--- src/rtl/lcd_seq_pkg.sv ---
// Shared types and timing arithmetic for the LCD nibble sequencer.
// Assumes every time target is given in nanoseconds and the clock in Hz.
package lcd_seq_pkg;

    typedef enum logic [2:0] {
        ST_IDLE,
        ST_SET_HI,
        ST_PUL_HI,
        ST_GAP,
        ST_SET_LO,
        ST_PUL_LO,
        ST_WAIT
    } seq_state_e;

    localparam logic [7:0] CMD_CLEAR = 8'h01;

    // Converts a time target to clock cycles, rounding up, never below one.
    function automatic longint unsigned ns_to_cycles(input longint unsigned ns,
                                                     input longint unsigned hz);
        longint unsigned c;
        c = (ns * hz + 64'd999_999_999) / 64'd1_000_000_000;
        if (c == 64'd0) c = 64'd1;
        return c;
    endfunction

endpackage

--- src/rtl/lcd_cycle_timer.sv ---
// Single down-counter that sets the length of every sequencer phase.
// Assumes the caller loads (length - 1) so that a phase lasts exactly its length.
module lcd_cycle_timer #(
    parameter int CW = 8
) (
    input  logic          clk,
    input  logic          rst_n,
    input  logic          load,
    input  logic [CW-1:0] load_val,
    output logic          expired
);

    logic [CW-1:0] count_q;

    // Load a new phase length or count down towards zero.
    always_ff @(posedge clk) begin
        if (!rst_n)
            count_q <= '0;
        else if (load)
            count_q <= load_val;
        else if (count_q != '0)
            count_q <= count_q - 1'b1;
    end

    assign expired = (count_q == '0);

endmodule

--- src/rtl/lcd_seq_ctrl.sv ---
// Phase sequencer: accepts one item, walks through the setup, pulse, gap,
// setup, pulse and post-item wait phases, and drives registered bus outputs.
// Assumes the timer reports expiry in the last cycle of each phase.
module lcd_seq_ctrl
    import lcd_seq_pkg::*;
#(
    parameter int            CW       = 8,
    parameter logic [CW-1:0] LD_SETUP = '0,
    parameter logic [CW-1:0] LD_PULSE = '0,
    parameter logic [CW-1:0] LD_GAP   = '0,
    parameter logic [CW-1:0] LD_BYTE  = '0,
    parameter logic [CW-1:0] LD_CLEAR = '0
) (
    input  logic          clk,
    input  logic          rst_n,
    input  logic          req_valid,
    input  logic          req_is_data,
    input  logic [7:0]    req_byte,
    output logic          req_ready,
    input  logic          tmr_expired,
    output logic          tmr_load,
    output logic [CW-1:0] tmr_val,
    output logic          lcd_e,
    output logic          lcd_rs,
    output logic [3:0]    lcd_d
);

    seq_state_e  state_q, state_nx;
    logic [7:0]  byte_q;
    logic        clr_q;
    logic        accept;
    logic [7:0]  cur_byte;
    logic        e_q, rs_q;
    logic [3:0]  d_q;

    assign req_ready = (state_q == ST_IDLE);
    assign accept    = req_ready && req_valid;
    assign cur_byte  = accept ? req_byte : byte_q;

    // Next-phase selection and timer reload at each phase boundary.
    always_comb begin
        state_nx = state_q;
        tmr_load = 1'b0;
        tmr_val  = '0;
        unique case (state_q)
            ST_IDLE: if (req_valid) begin
                state_nx = ST_SET_HI; tmr_load = 1'b1; tmr_val = LD_SETUP;
            end
            ST_SET_HI: if (tmr_expired) begin
                state_nx = ST_PUL_HI; tmr_load = 1'b1; tmr_val = LD_PULSE;
            end
            ST_PUL_HI: if (tmr_expired) begin
                state_nx = ST_GAP; tmr_load = 1'b1; tmr_val = LD_GAP;
            end
            ST_GAP: if (tmr_expired) begin
                state_nx = ST_SET_LO; tmr_load = 1'b1; tmr_val = LD_SETUP;
            end
            ST_SET_LO: if (tmr_expired) begin
                state_nx = ST_PUL_LO; tmr_load = 1'b1; tmr_val = LD_PULSE;
            end
            ST_PUL_LO: if (tmr_expired) begin
                state_nx = ST_WAIT; tmr_load = 1'b1;
                tmr_val  = clr_q ? LD_CLEAR : LD_BYTE;
            end
            ST_WAIT: if (tmr_expired) state_nx = ST_IDLE;
            default: state_nx = ST_IDLE;
        endcase
    end

    // Phase register and capture of the accepted item.
    always_ff @(posedge clk) begin
        if (!rst_n) begin
            state_q <= ST_IDLE;
            byte_q  <= '0;
            clr_q   <= 1'b0;
        end else begin
            state_q <= state_nx;
            if (accept) begin
                byte_q <= req_byte;
                clr_q  <= !req_is_data && (req_byte == CMD_CLEAR);
            end
        end
    end

    // Glitch-free bus outputs, registered from the phase being entered.
    always_ff @(posedge clk) begin
        if (!rst_n) begin
            e_q  <= 1'b0;
            rs_q <= 1'b0;
            d_q  <= '0;
        end else begin
            e_q <= (state_nx == ST_PUL_HI) || (state_nx == ST_PUL_LO);
            if (accept) rs_q <= req_is_data;
            unique case (state_nx)
                ST_SET_HI, ST_PUL_HI, ST_GAP: d_q <= cur_byte[7:4];
                ST_SET_LO, ST_PUL_LO, ST_WAIT: d_q <= cur_byte[3:0];
                default: d_q <= d_q;
            endcase
        end
    end

    assign lcd_e  = e_q;
    assign lcd_rs = rs_q;
    assign lcd_d  = d_q;

endmodule

--- src/rtl/lcd_nibble_seq.sv ---
// Top level: turns byte requests into timed two-nibble writes on a 4-bit,
// write-only character LCD bus. All phase lengths derive from CLK_HZ.
// Assumes the upstream keeps req_byte and req_is_data stable while req_valid is high.
module lcd_nibble_seq
    import lcd_seq_pkg::*;
#(
    parameter int unsigned CLK_HZ        = 50_000_000,
    parameter int unsigned SETUP_NS      = 100,
    parameter int unsigned PULSE_NS      = 300,
    parameter int unsigned GAP_NS        = 1_000,
    parameter int unsigned BYTE_WAIT_NS  = 60_000,
    parameter int unsigned CLEAR_WAIT_NS = 1_640_000
) (
    input  logic       clk,
    input  logic       rst_n,
    input  logic       req_valid,
    input  logic       req_is_data,
    input  logic [7:0] req_byte,
    output logic       req_ready,
    output logic       lcd_e,
    output logic       lcd_rs,
    output logic       lcd_rw,
    output logic [3:0] lcd_d
);

    localparam longint unsigned SETUP_CYC = ns_to_cycles(SETUP_NS, CLK_HZ);
    localparam longint unsigned PULSE_CYC = ns_to_cycles(PULSE_NS, CLK_HZ);
    localparam longint unsigned GAP_CYC   = ns_to_cycles(GAP_NS, CLK_HZ);
    localparam longint unsigned BYTE_CYC  = ns_to_cycles(BYTE_WAIT_NS, CLK_HZ);
    localparam longint unsigned CLEAR_CYC = ns_to_cycles(CLEAR_WAIT_NS, CLK_HZ);
    localparam longint unsigned MAX_A = (SETUP_CYC > PULSE_CYC) ? SETUP_CYC : PULSE_CYC;
    localparam longint unsigned MAX_B = (GAP_CYC > BYTE_CYC) ? GAP_CYC : BYTE_CYC;
    localparam longint unsigned MAX_C = (MAX_A > MAX_B) ? MAX_A : MAX_B;
    localparam longint unsigned MAX_CYC = (MAX_C > CLEAR_CYC) ? MAX_C : CLEAR_CYC;
    localparam int CW = $clog2(MAX_CYC + 1);

    logic          tmr_load;
    logic [CW-1:0] tmr_val;
    logic          tmr_expired;

    lcd_cycle_timer #(.CW(CW)) u_timer (
        .clk      (clk),
        .rst_n    (rst_n),
        .load     (tmr_load),
        .load_val (tmr_val),
        .expired  (tmr_expired)
    );

    lcd_seq_ctrl #(
        .CW       (CW),
        .LD_SETUP (CW'(SETUP_CYC - 1)),
        .LD_PULSE (CW'(PULSE_CYC - 1)),
        .LD_GAP   (CW'(GAP_CYC - 1)),
        .LD_BYTE  (CW'(BYTE_CYC - 1)),
        .LD_CLEAR (CW'(CLEAR_CYC - 1))
    ) u_ctrl (
        .clk         (clk),
        .rst_n       (rst_n),
        .req_valid   (req_valid),
        .req_is_data (req_is_data),
        .req_byte    (req_byte),
        .req_ready   (req_ready),
        .tmr_expired (tmr_expired),
        .tmr_load    (tmr_load),
        .tmr_val     (tmr_val),
        .lcd_e       (lcd_e),
        .lcd_rs      (lcd_rs),
        .lcd_d       (lcd_d)
    );

    assign lcd_rw = 1'b0;

endmodule

--- config.mk ---
export PLATFORM = sky130hd
export DESIGN_NAME = lcd_nibble_seq
export DESIGN_NICKNAME = d
export VERILOG_FILES = /design/src/rtl/lcd_seq_pkg.sv /design/src/rtl/lcd_cycle_timer.sv /design/src/rtl/lcd_seq_ctrl.sv /design/src/rtl/lcd_nibble_seq.sv
export SDC_FILE = /design/constraint.sdc
export NUM_CORES = 1
export LEC_CHECK = 0
export ABC_CLOCK_PERIOD_IN_PS = 2300
export BUFFER_PORTS_ARGS = -buffer_cell sky130_fd_sc_hd__clkbuf_2
export CORE_MARGIN = 3
export CORE_UTILIZATION = 25
export CTS_CLUSTER_DIAMETER = 40
export DETAILED_ROUTE_END_ITERATION = 8
export GPL_TIMING_DRIVEN = 0
export PLACE_DENSITY = 0.38
export SETUP_SLACK_MARGIN = 0.02
export SLEW_MARGIN = 0
export SYNTH_ARGS = -nofsm -noshare
export SYNTH_HDL_FRONTEND = slang
export SYNTH_SLANG_ARGS = --single-unit
--- constraint.sdc ---
create_clock -name clk -period 2.3 [get_ports clk]
set_input_delay 0.345 -clock clk [delete_from_list [all_inputs] [get_ports clk]]
set_output_delay 0.345 -clock clk [all_outputs]
set_load 0.1 [all_outputs]
==> impl_metrics.tcl, run 1 <==
set metrics [dict create \
    synth_cells 249 \
    h-tree-depth 2 \
    num_rows 32 \
    dr.pass1.iters 4 \
    holdBufCountCts 0 \
    mostFrequentLayoutCells "nand2_1 (36), dfxtp_1 (34), nor2_1 (22), clkbuf_2 (20), nor2b_1 (11)" \
    synth.net_count 263 \
    synth.distinct_cells 58 \
    worst_pin_slew_ns 0.554 \
    nFillCells 858 \
    detailedPlace.worstSlack_ns -0.227 \
    period_share 0.947 \
    fin_ws_ns 0.122 \
    ys_warn_count 0 \
    area_delta_synth_final_pct 18.6 \
    fin_util 0.309 \
    cts_made_buffers 5 \
    rsz0062_at_grt "no" \
    hold_violations 0 \
    wl_per_cell_um 15.7 \
    setup_viol 0 \
    regToRegSetupSlack_ns 0.16 \
    grt_max_degree 11 \
    cts-root-buf "clkbuf_8" \
    ant_nets 0 \
    ioPinCount 20 \
    antenna_found_initial 0 \
    clkTransAtPathRegs_ns 0.07 \
    worstSetupStartpoint "u_ctrl.state_q[2]$_SDFF_PN0_" \
    netlist_area_sq_um 2040 \
    synth-async-reset-ratio 0 \
    start_util 0.261 \
    die_w_um 96.3 \
    place.gp.congestion 0.792 \
    cp_common_cell "clkbuf_4" \
    io_buffers 17 \
    max_freq_ghz 0.459 \
    timing.rr.end "u_ctrl.lcd_d[2]$_SDFFE_PN0P_" \
    syn_avg_cell_area_sq_um 8.18 \
    ir_drop_v 0.000550 \
    fp.dieArea_sq_um 9270 \
    final_common_cell "nand2_1" \
    crit_end "req_ready" \
    fin_skew_ns 0.00889 \
    required_ns 1.96 \
    cts_tree "built" \
    critPathBufInv 4 \
    vias_per_cell 4.83 \
    crit_path_top_delay_cell "dfxtp_1" \
    drive_above_1_share 0.200 \
    drt-total-wl_um 5930 \
    fin_tns_setup_ns 0 \
    maxSlewViolCount 0 \
    slew_headroom 0.630 \
    core_area_sq_um 7810 \
    ys.flop_type "dfxtp_1" \
    slowest_delay_ns 0.36 \
    power_uw 3770 \
    grt_pass1_wl_um 9960 \
    cts_buffer_depth 2 \
    cp.arrival_ns 1.83 \
    drt_first_iter_violations 92 \
    first_global_vias 1903 \
    yosysSeqAreaShare 0.344 \
    power_density_nw_per_um2 1560 \
    hp-class "input pin to flip-flop" \
    fin_hold_ws_ns 0.335 \
    synth-edff-count 0 \
    clock_latency_ns 0.30 \
    critical_path_depth 5 \
    cap_violations 0 \
    hpwlAfterDp_um 4360 \
    end_kind "output pin" \
    power.leakage_uw 0.00100 \
    drc_errors 0 \
    crit_family "buffers and inverters" \
    grtUsageTotal 0.141 \
    vias 1820 \
    cp_cell_sequence "clkbuf_2 -> clkbuf_4 -> clkbuf_4 -> nor3_4 -> buf_4" \
    n_antenna_cell 0 \
    status "finished clean" \
    die_h_um 96.3 \
    clock_sinks 35 \
    startpoint_type "flip-flop" \
    worstSetupPathType "flip-flop to output pin" \
    crit-reg2reg-launch "u_timer.count_q[2]$_SDFFE_PN0P_" \
    grt-ovfl-total 0 \
    worstPathMaxFanout 10 \
    nets 288 \
    timing.final.crit_period_ns 2.18 \
    worstRegToRegCells 6 \
    yosys_register_bits 35 \
]
-- worst min path at each step --
stage	startpoint	slack, ns	to	depth (start not counted)
CTS	req_is_data	0.34	u_ctrl.lcd_rs$_SDFFE_PN0P_	3
finish	req_is_data	0.33	u_ctrl.lcd_rs$_SDFFE_PN0P_	3
detailed placement	u_ctrl.lcd_d[0]$_SDFFE_PN0P_	0.48	u_ctrl.lcd_d[0]$_SDFFE_PN0P_	2
global route	req_byte[5]	0.36	u_ctrl.byte_q[5]$_SDFF_PN0_	3
floorplan	u_ctrl.clr_q$_SDFFE_PN0P_	0.46	u_ctrl.clr_q$_SDFFE_PN0P_	2
global placement	u_ctrl.lcd_d[1]$_SDFFE_PN0P_	0.47	u_ctrl.lcd_d[1]$_SDFFE_PN0P_	2
-- report_power, final --
group	internal [uW]	switching (uW)
registers	801	224
clock network	213	231
logic	854	1450
total	1870	1910
-- stage by stage --
stage,cells,instance area [sq um]
6_report,377,2420
4_1_cts,376,2370
5_1_grt,377,2420
3_3_place_gp,368,2260
2_1_floorplan,249,2050
3_5_place_dp,368,2260
-- cell families after synthesis --
group                      count (synthesis)  share of synthesized area
and+or+nand+nor                          116                      0.304
AOI/OAI and AO/OA                         49                      0.171
DFF                                       35                      0.344
buffers and inverters                     18                     0.0375
xor gates and xnor gates                  16                     0.0688
muxes                                     12                     0.0608
adders and majority gates                  2                     0.0123
other                                      1                    0.00184
-- routing by layer --
metal | track usage | part of all wire | routed length (um) | up-vias
li1 | - | - | - | 937
met1 | 0.194 | 0.51 | 3050 | 848
met2 | 0.220 | 0.44 | 2640 | 28
met3 | 0.0360 | 0.029 | 170 | 7
met4 | 0.0320 | 0.012 | 70 | 0
met5 | 0 | 0 | 0 | -
-- Yosys cell counts (4+ instances only) --
| library cell | n | area (sq um) |
|---|---|---|
| a21oi_1 | 7 | 35.0 |
| clkbuf_1 | 11 | 41.3 |
| dfxtp_1 | 35 | 701 |
| inv_1 | 4 | 15.0 |
| mux2i_1 | 9 | 90.1 |
| nand2_1 | 36 | 135 |
| nand3_1 | 8 | 40.0 |
| nor2_1 | 23 | 86.3 |
| nor2b_1 | 11 | 68.8 |
| nor3_1 | 7 | 35.0 |
| nor4_1 | 8 | 50.1 |
| o21ai_0 | 8 | 40.0 |
| xnor2_1 | 6 | 52.6 |
| xor2_1 | 10 | 87.6 |
-- final cells by class --
cell class	instances	area, sq um	area share
multi-input cells	196	1320	0.546
flip-flops and latches	35	702	0.291
well taps	102	128	0.0528
repair buffers	18	95.1	0.0394
clock buffers	7	76.3	0.0316
plain buffers	14	75.1	0.0311
inverters	4	15.0	0.00621
clock inverters	1	5.00	0.00207
-- worst min-delay path: stages --
cell,delay (ns)
clkbuf_2,0.09
mux2i_1,0.06
nor2b_1,0.09
-- flip-flops by register name (all words and copies together) (netlist names) --
signal	cells
u_ctrl.byte_q	8
u_ctrl.clr_q	1
u_ctrl.lcd_d	4
u_ctrl.lcd_e	1
u_ctrl.lcd_rs	1
u_ctrl.state_q	3
u_timer.count_q	17
-- timing repair --
item | 4_1_cts | 5_1_grt
gates resized for setup | 10 | 17
endpoints found under the setup margin | 23 | 21
hold endpoints to repair | 0 | 0
buffers inserted | 0 | 1
pin swaps | 1 | 1
(Power assumes the default switching activity.)
==> run 2: changes to the inputs <==
==> constraint.sdc (replaced) <==
create_clock -name clk -period 2.3 [get_ports clk]
set_input_delay 0.69 -clock clk [delete_from_list [all_inputs] [get_ports clk]]
set_output_delay 0.69 -clock clk [all_outputs]
set_load 0.1 [all_outputs]
==> impl_metrics.tcl, run 2 (synthesized netlist as in run 1, its figures left out) <==
set metrics [dict create \
    regToRegSetupSlack_ns 0.15 \
    cap_violations 0 \
    grtUsageTotal 0.144 \
    clock_latency_ns 0.28 \
    period_share 0.960 \
    cts_tree "built" \
    cts_buffer_depth 2 \
    ir_drop_v 0.000577 \
    end_kind "output pin" \
    die_h_um 96.3 \
    vias_per_cell 4.97 \
    holdBufCountCts 0 \
    mostFrequentLayoutCells "nand2_1 (36), dfxtp_1 (32), nor2_1 (22), clkbuf_2 (17), nor2b_1 (11)" \
    fin_skew_ns 0.00488 \
    vias 1889 \
    cp_common_cell "buf_8" \
    cp.arrival_ns 1.52 \
    cts-root-buf "clkbuf_8" \
    max_freq_ghz 0.453 \
    setup_viol 0 \
    grt-ovfl-total 0 \
    core_area_sq_um 7810 \
    clkTransAtPathRegs_ns 0.07 \
    die_w_um 96.3 \
    required_ns 1.61 \
    place.gp.congestion 0.803 \
    maxSlewViolCount 0 \
    drive_above_1_share 0.227 \
    drt_first_iter_violations 137 \
    startpoint_type "flip-flop" \
    rsz0062_at_grt "no" \
    place_inst 368 \
    fin_tns_setup_ns 0 \
    hold_violations 0 \
    fin_hold_ws_ns 0.474 \
    final_common_cell "nand2_1" \
    hp-class "flip-flop to flip-flop" \
    grt_pass1_wl_um 10100 \
    largest-register "u_timer.count_q" \
    fp.dieArea_sq_um 9270 \
    power_density_nw_per_um2 1570 \
    cts_made_buffers 5 \
    antenna_found_initial 0 \
    hpwlAfterDp_um 4410 \
    grt_max_degree 11 \
    worstPathMaxFanout 10 \
    cp_cell_sequence "buf_8 -> buf_8 -> buf_8 -> nor3_4 -> clkbuf_16" \
    drc_errors 0 \
    slew_headroom 0.614 \
    num_rows 32 \
    critPathBufInv 4 \
    power_uw 3950 \
    largest_reg_flops 17 \
    crit_family "buffers and inverters" \
    status "finished clean" \
    final_cell_count_no_fill 380 \
    worst_pin_slew_ns 0.571 \
    n_antenna_cell 0 \
    slowest_delay_ns 0.36 \
    h-tree-depth 2 \
    ant_nets 0 \
    wl_per_cell_um 16.1 \
    drt-total-wl_um 6140 \
    ioPinCount 20 \
    first_global_vias 1919 \
    clock_sinks 35 \
    crit_path_top_delay_cell "dfxtp_4" \
    dr.pass1.iters 4 \
    worstSetupPathType "flip-flop to output pin" \
    timing.final.crit_period_ns 2.21 \
    nFillCells 839 \
    start_util 0.261 \
    io_buffers 17 \
    area_delta_synth_final_pct 23.8 \
    power.leakage_uw 0.00105 \
    nets 293 \
]
[run 2: cell count changes in the layout (fill, tap and decap cells not counted), sizes merged]
| cell | before | now |
|---|---|---|
| clkinv | 1 | 0 |
| clkbuf | 32 | 29 |
| buf | 7 | 14 |
[run 2: per-layer routing]
layer  share of wire  wire length, um  track usage
met5               0                0            0
met4          0.0096               59       0.0462
met3           0.032              198       0.0281
met2            0.46             2850        0.221
met1            0.49             3030        0.201
[run 2: worst register-to-register path: stages (launching register included)]
cell,delay (ns)
dfxtp_1,0.36
or4_4,0.57
nor3_4,0.23
nand3_4,0.21
or3_4,0.41
o21ai_1,0.17
o32ai_1,0.09
[run 2: worst paths after layout]
check                                                      from                            to  depth (start not counted)
worst max-delay path               u_ctrl.state_q[2]$_SDFF_PN0_                     req_ready                          5
worst max register to register  u_timer.count_q[2]$_SDFFE_PN0P_  u_ctrl.lcd_d[0]$_SDFFE_PN0P_                          6
worst min register to register     u_ctrl.lcd_d[3]$_SDFFE_PN0P_  u_ctrl.lcd_d[3]$_SDFFE_PN0P_                          2
worst min-delay path               u_ctrl.lcd_d[3]$_SDFFE_PN0P_  u_ctrl.lcd_d[3]$_SDFFE_PN0P_                          2
[run 2: area by class of cell]
type / count / area (sq um) / share of cell area
Clock buffer: 6 / 72.6 / 0.0288
Sequential cell: 35 / 707 / 0.280
Inverter: 4 / 15.0 / 0.00596
Tap cell: 102 / 128 / 0.0506
Multi-Input combinational cell: 196 / 1330 / 0.527
Buffer: 14 / 109 / 0.0432
Timing Repair Buffer: 23 / 163 / 0.0645
[run 2: power by group]
group          switching, uW  internal (uW)  leakage, uW  total [uW]
Clock                    218            202    0.0000371         420
Combinational           1510           1010     0.000723        2520
Sequential               210            803     0.000288        1010
Total                   1940           2010      0.00105        3950
[run 2: timing repair]
action	in CTS	in global routing
resized for setup	15	21
hold endpoints to repair	0	0
endpoints found under the setup margin	20	22
buffers inserted	0	6
pin swaps	1	3
[run 2: through the flow]
stage | utilization | cell area, sq um | worst slack (ns)
final | 0.323 | 2520 | 0.0919
after floorplan | - | 2060 | 0.0208
after detailed placement | 0.291 | 2270 | -0.194
after global placement | 0.291 | 2270 | -0.198
after global routing | 0.323 | 2520 | 0.0234
after CTS | 0.309 | 2410 | 0.00822
